==> src/rtl/drk_pkg.sv <==
package drk_pkg;
  // Fixed line and frame geometry around the active image
  localparam int EMPTY_CYC   = 2;   // empty shift slots opening each half-line
  localparam int SHIELD_COLS = 14;  // shielded columns per band
  localparam int LEAK_BORDER = 2;   // untrusted shielded pixels next to lit regions
  localparam int BUF_PIX     = 2;   // buffer ring width around the image
  localparam int SHIELD_ROWS = 2;   // shielded rows at each frame edge
  localparam int NTRUST      = SHIELD_COLS - 2 * LEAK_BORDER;

  typedef struct packed {
    logic trust;       // sample feeds the dark sum
    logic trust_last;  // final trusted sample of the line
    logic line_first;  // first slot of a half-line
    logic frame_first; // first slot of a frame
    logic image;       // active image pixel
  } pos_cls_t;
endpackage

==> src/rtl/drk_classify.sv <==
module drk_classify
  import drk_pkg::*;
#(
  parameter int CW    = 11,
  parameter int RW    = 11,
  parameter int ACT_W = 512,
  parameter int ACT_H = 1024
) (
  input  logic [CW-1:0] col,
  input  logic [RW-1:0] row,
  output pos_cls_t      cls
);
  localparam int TC_LO = EMPTY_CYC + LEAK_BORDER;
  localparam int TC_HI = EMPTY_CYC + SHIELD_COLS - LEAK_BORDER - 1;
  localparam int IC_LO = EMPTY_CYC + SHIELD_COLS + BUF_PIX;
  localparam int IC_HI = IC_LO + ACT_W - 1;
  localparam int DR_LO = SHIELD_ROWS;
  localparam int DR_HI = SHIELD_ROWS + 2 * BUF_PIX + ACT_H - 1;
  localparam int IR_LO = SHIELD_ROWS + BUF_PIX;
  localparam int IR_HI = IR_LO + ACT_H - 1;

  logic dark_row, img_row, trust_col, img_col;

  always_comb begin
    dark_row  = (row >= RW'(DR_LO)) && (row <= RW'(DR_HI));
    img_row   = (row >= RW'(IR_LO)) && (row <= RW'(IR_HI));
    trust_col = (col >= CW'(TC_LO)) && (col <= CW'(TC_HI));
    img_col   = (col >= CW'(IC_LO)) && (col <= CW'(IC_HI));
    cls.trust       = dark_row && trust_col;
    cls.trust_last  = dark_row && (col == CW'(TC_HI));
    cls.line_first  = (col == '0);
    cls.frame_first = (col == '0) && (row == '0);
    cls.image       = img_row && img_col;
  end
endmodule

==> src/rtl/drk_chan_avg.sv <==
module drk_chan_avg
  import drk_pkg::*;
#(
  parameter int DW = 12,
  localparam int SW = DW + $clog2(NTRUST)
) (
  input  logic          clk,
  input  logic          rst,
  input  logic          hit,        // valid pixel on this channel
  input  pos_cls_t      cls,
  input  logic [DW-1:0] data,
  input  logic [2:0]    ema_shift,
  output logic [DW-1:0] dark
);
  logic [SW-1:0]        sum_q, total;
  logic [DW-1:0]        mean, ema_val;
  logic                 seeded_q;
  logic signed [DW:0]   diff, step, next;
  logic [3:0]           k_amt;

  always_comb begin
    total   = sum_q + SW'(data);
    mean    = DW'(total / SW'(NTRUST));
    k_amt   = {1'b0, ema_shift} + 4'd1;
    diff    = $signed({1'b0, mean}) - $signed({1'b0, dark});
    step    = diff >>> k_amt;
    next    = $signed({1'b0, dark}) + step;
    ema_val = next[DW-1:0];
  end

  always_ff @(posedge clk) begin
    if (rst) begin
      sum_q    <= '0;
      dark     <= '0;
      seeded_q <= 1'b0;
    end else if (hit) begin
      if (cls.frame_first) seeded_q <= 1'b0;
      if (cls.line_first)  sum_q    <= '0;
      if (cls.trust) begin
        if (cls.trust_last) begin
          sum_q    <= '0;
          dark     <= seeded_q ? ema_val : mean;
          seeded_q <= 1'b1;
        end else begin
          sum_q <= total;
        end
      end
    end
  end
endmodule

==> src/rtl/drk_correct.sv <==
module drk_correct #(
  parameter int DW = 12
) (
  input  logic          clk,
  input  logic          rst,
  input  logic          in_valid,
  input  logic          in_img,
  input  logic [DW-1:0] in_data,
  input  logic [DW-1:0] dark_sel,
  output logic          out_valid,
  output logic          out_img,
  output logic [DW-1:0] out_data
);
  logic [DW-1:0] cor;

  always_comb cor = (in_data > dark_sel) ? in_data - dark_sel : '0;

  always_ff @(posedge clk) begin
    if (rst) begin
      out_valid <= 1'b0;
      out_img   <= 1'b0;
      out_data  <= '0;
    end else begin
      out_valid <= in_valid;
      out_img   <= in_valid && in_img;
      out_data  <= in_img ? cor : in_data;
    end
  end
endmodule

==> src/rtl/dark_ref_est.sv <==
module dark_ref_est
  import drk_pkg::*;
#(
  parameter int DW    = 12,
  parameter int CW    = 11,
  parameter int RW    = 11,
  parameter int NCH   = 2,
  parameter int ACT_W = 512,
  parameter int ACT_H = 1024,
  localparam int CHW  = (NCH > 1) ? $clog2(NCH) : 1
) (
  input  logic              clk,
  input  logic              rst,
  input  logic [2:0]        ema_shift,
  input  logic              pix_valid,
  input  logic [DW-1:0]     pix_data,
  input  logic [CW-1:0]     pix_col,
  input  logic [RW-1:0]     pix_row,
  input  logic [CHW-1:0]    pix_ch,
  output logic              out_valid,
  output logic [DW-1:0]     out_data,
  output logic              out_img,
  output logic [NCH*DW-1:0] dark_lvl
);
  pos_cls_t      cls;
  logic [DW-1:0] dark_q [NCH];
  logic [DW-1:0] dark_sel;

  drk_classify #(.CW(CW), .RW(RW), .ACT_W(ACT_W), .ACT_H(ACT_H)) u_cls (
    .col(pix_col), .row(pix_row), .cls(cls)
  );

  for (genvar i = 0; i < NCH; i++) begin : g_ch
    drk_chan_avg #(.DW(DW)) u_avg (
      .clk(clk), .rst(rst),
      .hit(pix_valid && (pix_ch == CHW'(i))),
      .cls(cls), .data(pix_data), .ema_shift(ema_shift),
      .dark(dark_q[i])
    );
    assign dark_lvl[i*DW +: DW] = dark_q[i];
  end

  always_comb begin
    dark_sel = '0;
    for (int i = 0; i < NCH; i++)
      if (pix_ch == CHW'(i)) dark_sel = dark_q[i];
  end

  drk_correct #(.DW(DW)) u_cor (
    .clk(clk), .rst(rst),
    .in_valid(pix_valid), .in_img(cls.image), .in_data(pix_data),
    .dark_sel(dark_sel),
    .out_valid(out_valid), .out_img(out_img), .out_data(out_data)
  );
endmodule

==> config.mk <==
export PLATFORM = sky130hd
export DESIGN_NAME = dark_ref_est
export DESIGN_NICKNAME = d
export VERILOG_FILES = /design/src/rtl/drk_pkg.sv /design/src/rtl/drk_classify.sv /design/src/rtl/drk_chan_avg.sv /design/src/rtl/drk_correct.sv /design/src/rtl/dark_ref_est.sv
export SDC_FILE = /design/constraint.sdc
export NUM_CORES = 1
export LEC_CHECK = 0
export CORE_AREA = 2 2 158 160
export CTS_CLUSTER_SIZE = 28
export DETAILED_ROUTE_END_ITERATION = 6
export DIE_AREA = 0 0 160 162
export HOLD_SLACK_MARGIN = 0.06
export PLACE_DENSITY_LB_ADDON = 0.15
export SLEW_MARGIN = 10
export SYNTH_ARGS = -nofsm -noshare
export SYNTH_HDL_FRONTEND = slang
export SYNTH_HIERARCHICAL = 1
export SYNTH_SLANG_ARGS = --single-unit
export TNS_END_PERCENT = 100
==> constraint.sdc <==
create_clock -name clk -period 38.2 [get_ports clk]
set_clock_uncertainty 0.2 [all_clocks]
set_input_delay 9.55 -clock clk [delete_from_list [all_inputs] [get_ports clk]]
set_output_delay 9.55 -clock clk [all_outputs]
set_load 0.01 [all_outputs]
==> impl_results.md <==
- Run status: finished clean
- Post-synth EDFFs: 0
- Slew @ Worst Pin: 1.08 ns
- Yosys reg bits: 72
- CP peak stage delay: 0.86 ns
- Number of buffers inserted for hold repair after clock tree synthesis: 0
- Cell taking the most area after synthesis: sky130_fd_sc_hd__dfxtp_1
- Max Buffers Root-to-Sink: 2
- Met1 global-route usage: 39.7%
- Vias in the first global route: 11400
- Placed wire-length estimate: 28.4 mm
- Global-route wire length before repair: 60.2 mm
- Time the worst path needs with I/O delays and setup: 22.38 ns
- Worst slew slack as a fraction of its limit: 28.0%
- Sequential element share of the synthesized area: 12.1%
- Clock network fraction of total power: 26.2%
- Signed area change from the synthesized netlist to the final layout: 10.5%
- Number of remaining DRC errors: 0
- Clock transition at the register clock pins on the worst setup and hold paths after CTS: 0.06 ns
- Synthesized net count: 1755
- Proportion of power drawn by combinational gates: 50.5%
- I/O pin total: 79
- Pre-Repair DR Iteration Count: 5
- Last weighted congestion value of the routability-driven placer: 0.903
- Setup repair after global routing missed its margin: false
- Critical path's top delay family: compound AO/OA/AOI/OAI gates
- TNS Setup: 0 ns
- CP Data Required Time: 38.25 ns
- Count of vias placed by the detailed router: 12500
- Share of Yosys cell area claimed by the top area cell type: 12.1%
- Resized Gates After CTS: 0
- Avg Synthesized Cell Area: 7.31 µm²
- Worst setup margin: 15.82 ns
- Critical Path Most Common Cell: sky130_fd_sc_hd__a21o_1
- Count of filler cells inserted in the layout: 2408
- Die height: 162 µm
- Post-DR wirelength/cell: 19.0 µm
- Number of setup violations in the final report: 0
- Period utilization: 58.6%
- Routed WL: 37.4 mm
- Cell-internal power: 193 µW
- Placeable Area: 0.0241 mm²
- Met2 Resource Use GR: 43.9%
- Number of H-tree levels: 3
- Met3 Resource Use GR: 5.06%
- Mapped Area: 0.0119 mm²
- Ys flop type: sky130_fd_sc_hd__dfxtp_1
- Total global routing overflow: 0
- Slowest stage cell, crit path: sky130_fd_sc_hd__o221ai_1
- Switching power of the nets: 134 µW
- Proportion of total power due to net switching: 41.0%
- Clock tree from TritonCTS: yes
- Pin count of the biggest net entering global routing: 77
- Static power due to leakage: 5.05 nW
- Setup repair bufs after CTS: 0
- Power Dens Cells: 25.0 mW/mm²
- Timing-limited maximum frequency: 44.7 MHz
- Number of buffers created by CTS: 9
- Global-route usage over all layers: 28.2%
- Worst Path Arrival: 22.44 ns
- Cells after Synth: 1623
- Detailed router's first-iteration violation count: 1280
- Worst-skew pair later-pin latency: 0.35 ns
- Type of destination of the critical path: flop
- Overall die area: 0.0259 mm²
- Die W: 160 µm
- Ys Warns: 6
- Quantity of I/O buffers inserted on ports: 78
- Critical path class: input pin to flop
- Total power: 328 µW
- Top cells by area in the synthesized netlist: sky130_fd_sc_hd__dfxtp_1, sky130_fd_sc_hd__ha_1, sky130_fd_sc_hd__a21oi_1
- Starting density of the core: 49.2%
- Hold/Removal Path Class: flop to flop
- Number of endpoints with negative hold slack in the final report: 0
- FP Rows: 57
- Count of buffering cells on the critical path with inverters included: 1
- Antenna fix cells: 0
- Maxcap violations: 0
- Most common cell after layout, fill and taps aside: sky130_fd_sc_hd__nand2_1
- Cell at the root of the clock tree: sky130_fd_sc_hd__clkbuf_16
- Asr flop ratio synth: 0%
- Fraction of layout instances using a drive strength above 1: 8.69%
- Minimum setup slack after placement: 15.67 ns
- Max VDD drop: 0.0220 mV
- Layer with the highest usage after global routing: met2
- Total count of max-transition violations in the final report: 0
- Vias per std cell: 6.37
- Distinct cells, synth: 98
- Number of antenna violations at the first check in global routing: 0
- Utilization after layout: 54.4%
- Share of power burned in registers: 23.3%
- Crit path launch type: input pin
- Final antenna-violating net count: 0
- Commonest non-fill, non-tap cells in the layout: sky130_fd_sc_hd__nand2_1, sky130_fd_sc_hd__a21oi_1, sky130_fd_sc_hd__nor2_1, sky130_fd_sc_hd__ha_1, sky130_fd_sc_hd__clkdlybuf4s50_1
- Final layout net count: 1773
- Worst Path Max Fanout: 13
- CTS Sinks: 72
## metal layers
metal / share of wire [%] / vias to the layer above / wire (µm)
li1: - / 6134 / -
met1: 47 / 5866 / 17500
met2: 43 / 472 / 16200
met3: 7.4 / 61 / 2760
met4: 2.6 / 0 / 975
met5: 0 / - / 0
## registers in the layout, summed over array words and instances (netlist names)
signal	flops
g_ch.u_avg/seeded_q	2
g_ch.u_avg/dark	24
u_cor/out_img	1
u_cor/out_data	12
u_cor/out_valid	1
g_ch.u_avg/sum_q	32
## worst reg2reg max path, delay by kind of cell (launching register included)
kind,cells,cell delay (ns)
multiplexers,3,0.98
XOR/XNOR,3,0.41
AO/OA/AOI/OAI,36,8.36
AND/OR/NAND/NOR,8,1.11
adder cells (fa/ha/maj),5,1.40
flip-flops,1,0.31
## path summary, 6_finish.rpt
kind	start	to	slack (ns)	cells after the start
setup / recovery	pix_data[1]	g_ch[1].u_avg/dark[11]$_SDFFE_PP0P_	15.82	55
hold / removal	g_ch[1].u_avg/sum_q[10]$_SDFFE_PP0P_	g_ch[1].u_avg/sum_q[10]$_SDFFE_PP0P_	0.31	2
setup reg to reg	g_ch[1].u_avg/sum_q[0]$_SDFFE_PP0P_	g_ch[1].u_avg/dark[11]$_SDFFE_PP0P_	25.32	55
hold reg to reg	g_ch[1].u_avg/sum_q[10]$_SDFFE_PP0P_	g_ch[1].u_avg/sum_q[10]$_SDFFE_PP0P_	0.31	2
## power by group through the flow
| stage | clock [mW] | combinational (mW) | sequential, mW |
|---|---|---|---|
| after floorplan | 0 | 0.124 | 0.0784 |
| after global placement | 0 | 0.160 | 0.0779 |
| after detailed placement | 0 | 0.162 | 0.0780 |
| after CTS | 0.0873 | 0.163 | 0.0763 |
| after global routing | 0.0893 | 0.182 | 0.0764 |
| final | 0.0858 | 0.165 | 0.0763 |
## cells by family (layout without fill, tap and decap cells)
family	Yosys count	in the layout	synth area share (%)
AOI/OAI and AO/OA	600	600	36.1
and+or+nand+nor	514	514	21.2
buffers and inverters	171	193	5.98
xor gates and xnor gates	104	104	8.12
adders and majority gates	93	93	10.2
DFF	72	72	12.1
muxes	69	69	6.32
## cell usage after synthesis, types with 8 or more instances
cell type                   instances
sky130_fd_sc_hd__dfxtp_1           72
sky130_fd_sc_hd__nor2b_1           18
sky130_fd_sc_hd__nor4_1            10
sky130_fd_sc_hd__mux2i_1           39
sky130_fd_sc_hd__mux2_2            28
sky130_fd_sc_hd__buf_2             24
sky130_fd_sc_hd__and3_1            21
sky130_fd_sc_hd__clkbuf_1          65
sky130_fd_sc_hd__o21ai_0           69
sky130_fd_sc_hd__a211oi_1          48
sky130_fd_sc_hd__nand2b_1          15
sky130_fd_sc_hd__a22oi_1           31
sky130_fd_sc_hd__nand4_1           14
sky130_fd_sc_hd__o21bai_1          13
sky130_fd_sc_hd__nor3_1            55
sky130_fd_sc_hd__a31oi_1           15
sky130_fd_sc_hd__a21o_1            73
sky130_fd_sc_hd__o2111ai_1         11
sky130_fd_sc_hd__or3_1             16
sky130_fd_sc_hd__nor2_1           135
sky130_fd_sc_hd__a311oi_1          10
sky130_fd_sc_hd__o21a_1             8
sky130_fd_sc_hd__xor2_1            41
sky130_fd_sc_hd__ha_1              84
sky130_fd_sc_hd__inv_1             69
sky130_fd_sc_hd__o22ai_1           12
sky130_fd_sc_hd__a21oi_1          143
sky130_fd_sc_hd__nand2_1          149
sky130_fd_sc_hd__xnor2_1           59
sky130_fd_sc_hd__o21ai_1           21
sky130_fd_sc_hd__nand3_1           34
sky130_fd_sc_hd__o211ai_1          28
## per-stage QoR
step / std cells / hold slack (ns) / instance area, µm²
floorplan: 1623 / 0.270 / 11900
global placement: 1954 / 0.285 / 12800
detailed placement: 1954 / 0.296 / 12800
CTS: 1969 / 0.315 / 13100
global route: 1969 / 0.336 / 13100
finish: 1969 / 0.309 / 13100
## cell type report
type	count	area, µm²	share of cell area [%]
repair buffers	105	978	7.46
clock buffers	10	229	1.75
multi-input cells	1380	9730	74.2
inverters	73	274	2.09
flip-flops and latches	72	1440	11.0
clock inverters	5	58.8	0.448
well taps	324	405	3.09
(Power assumes the default switching activity.)
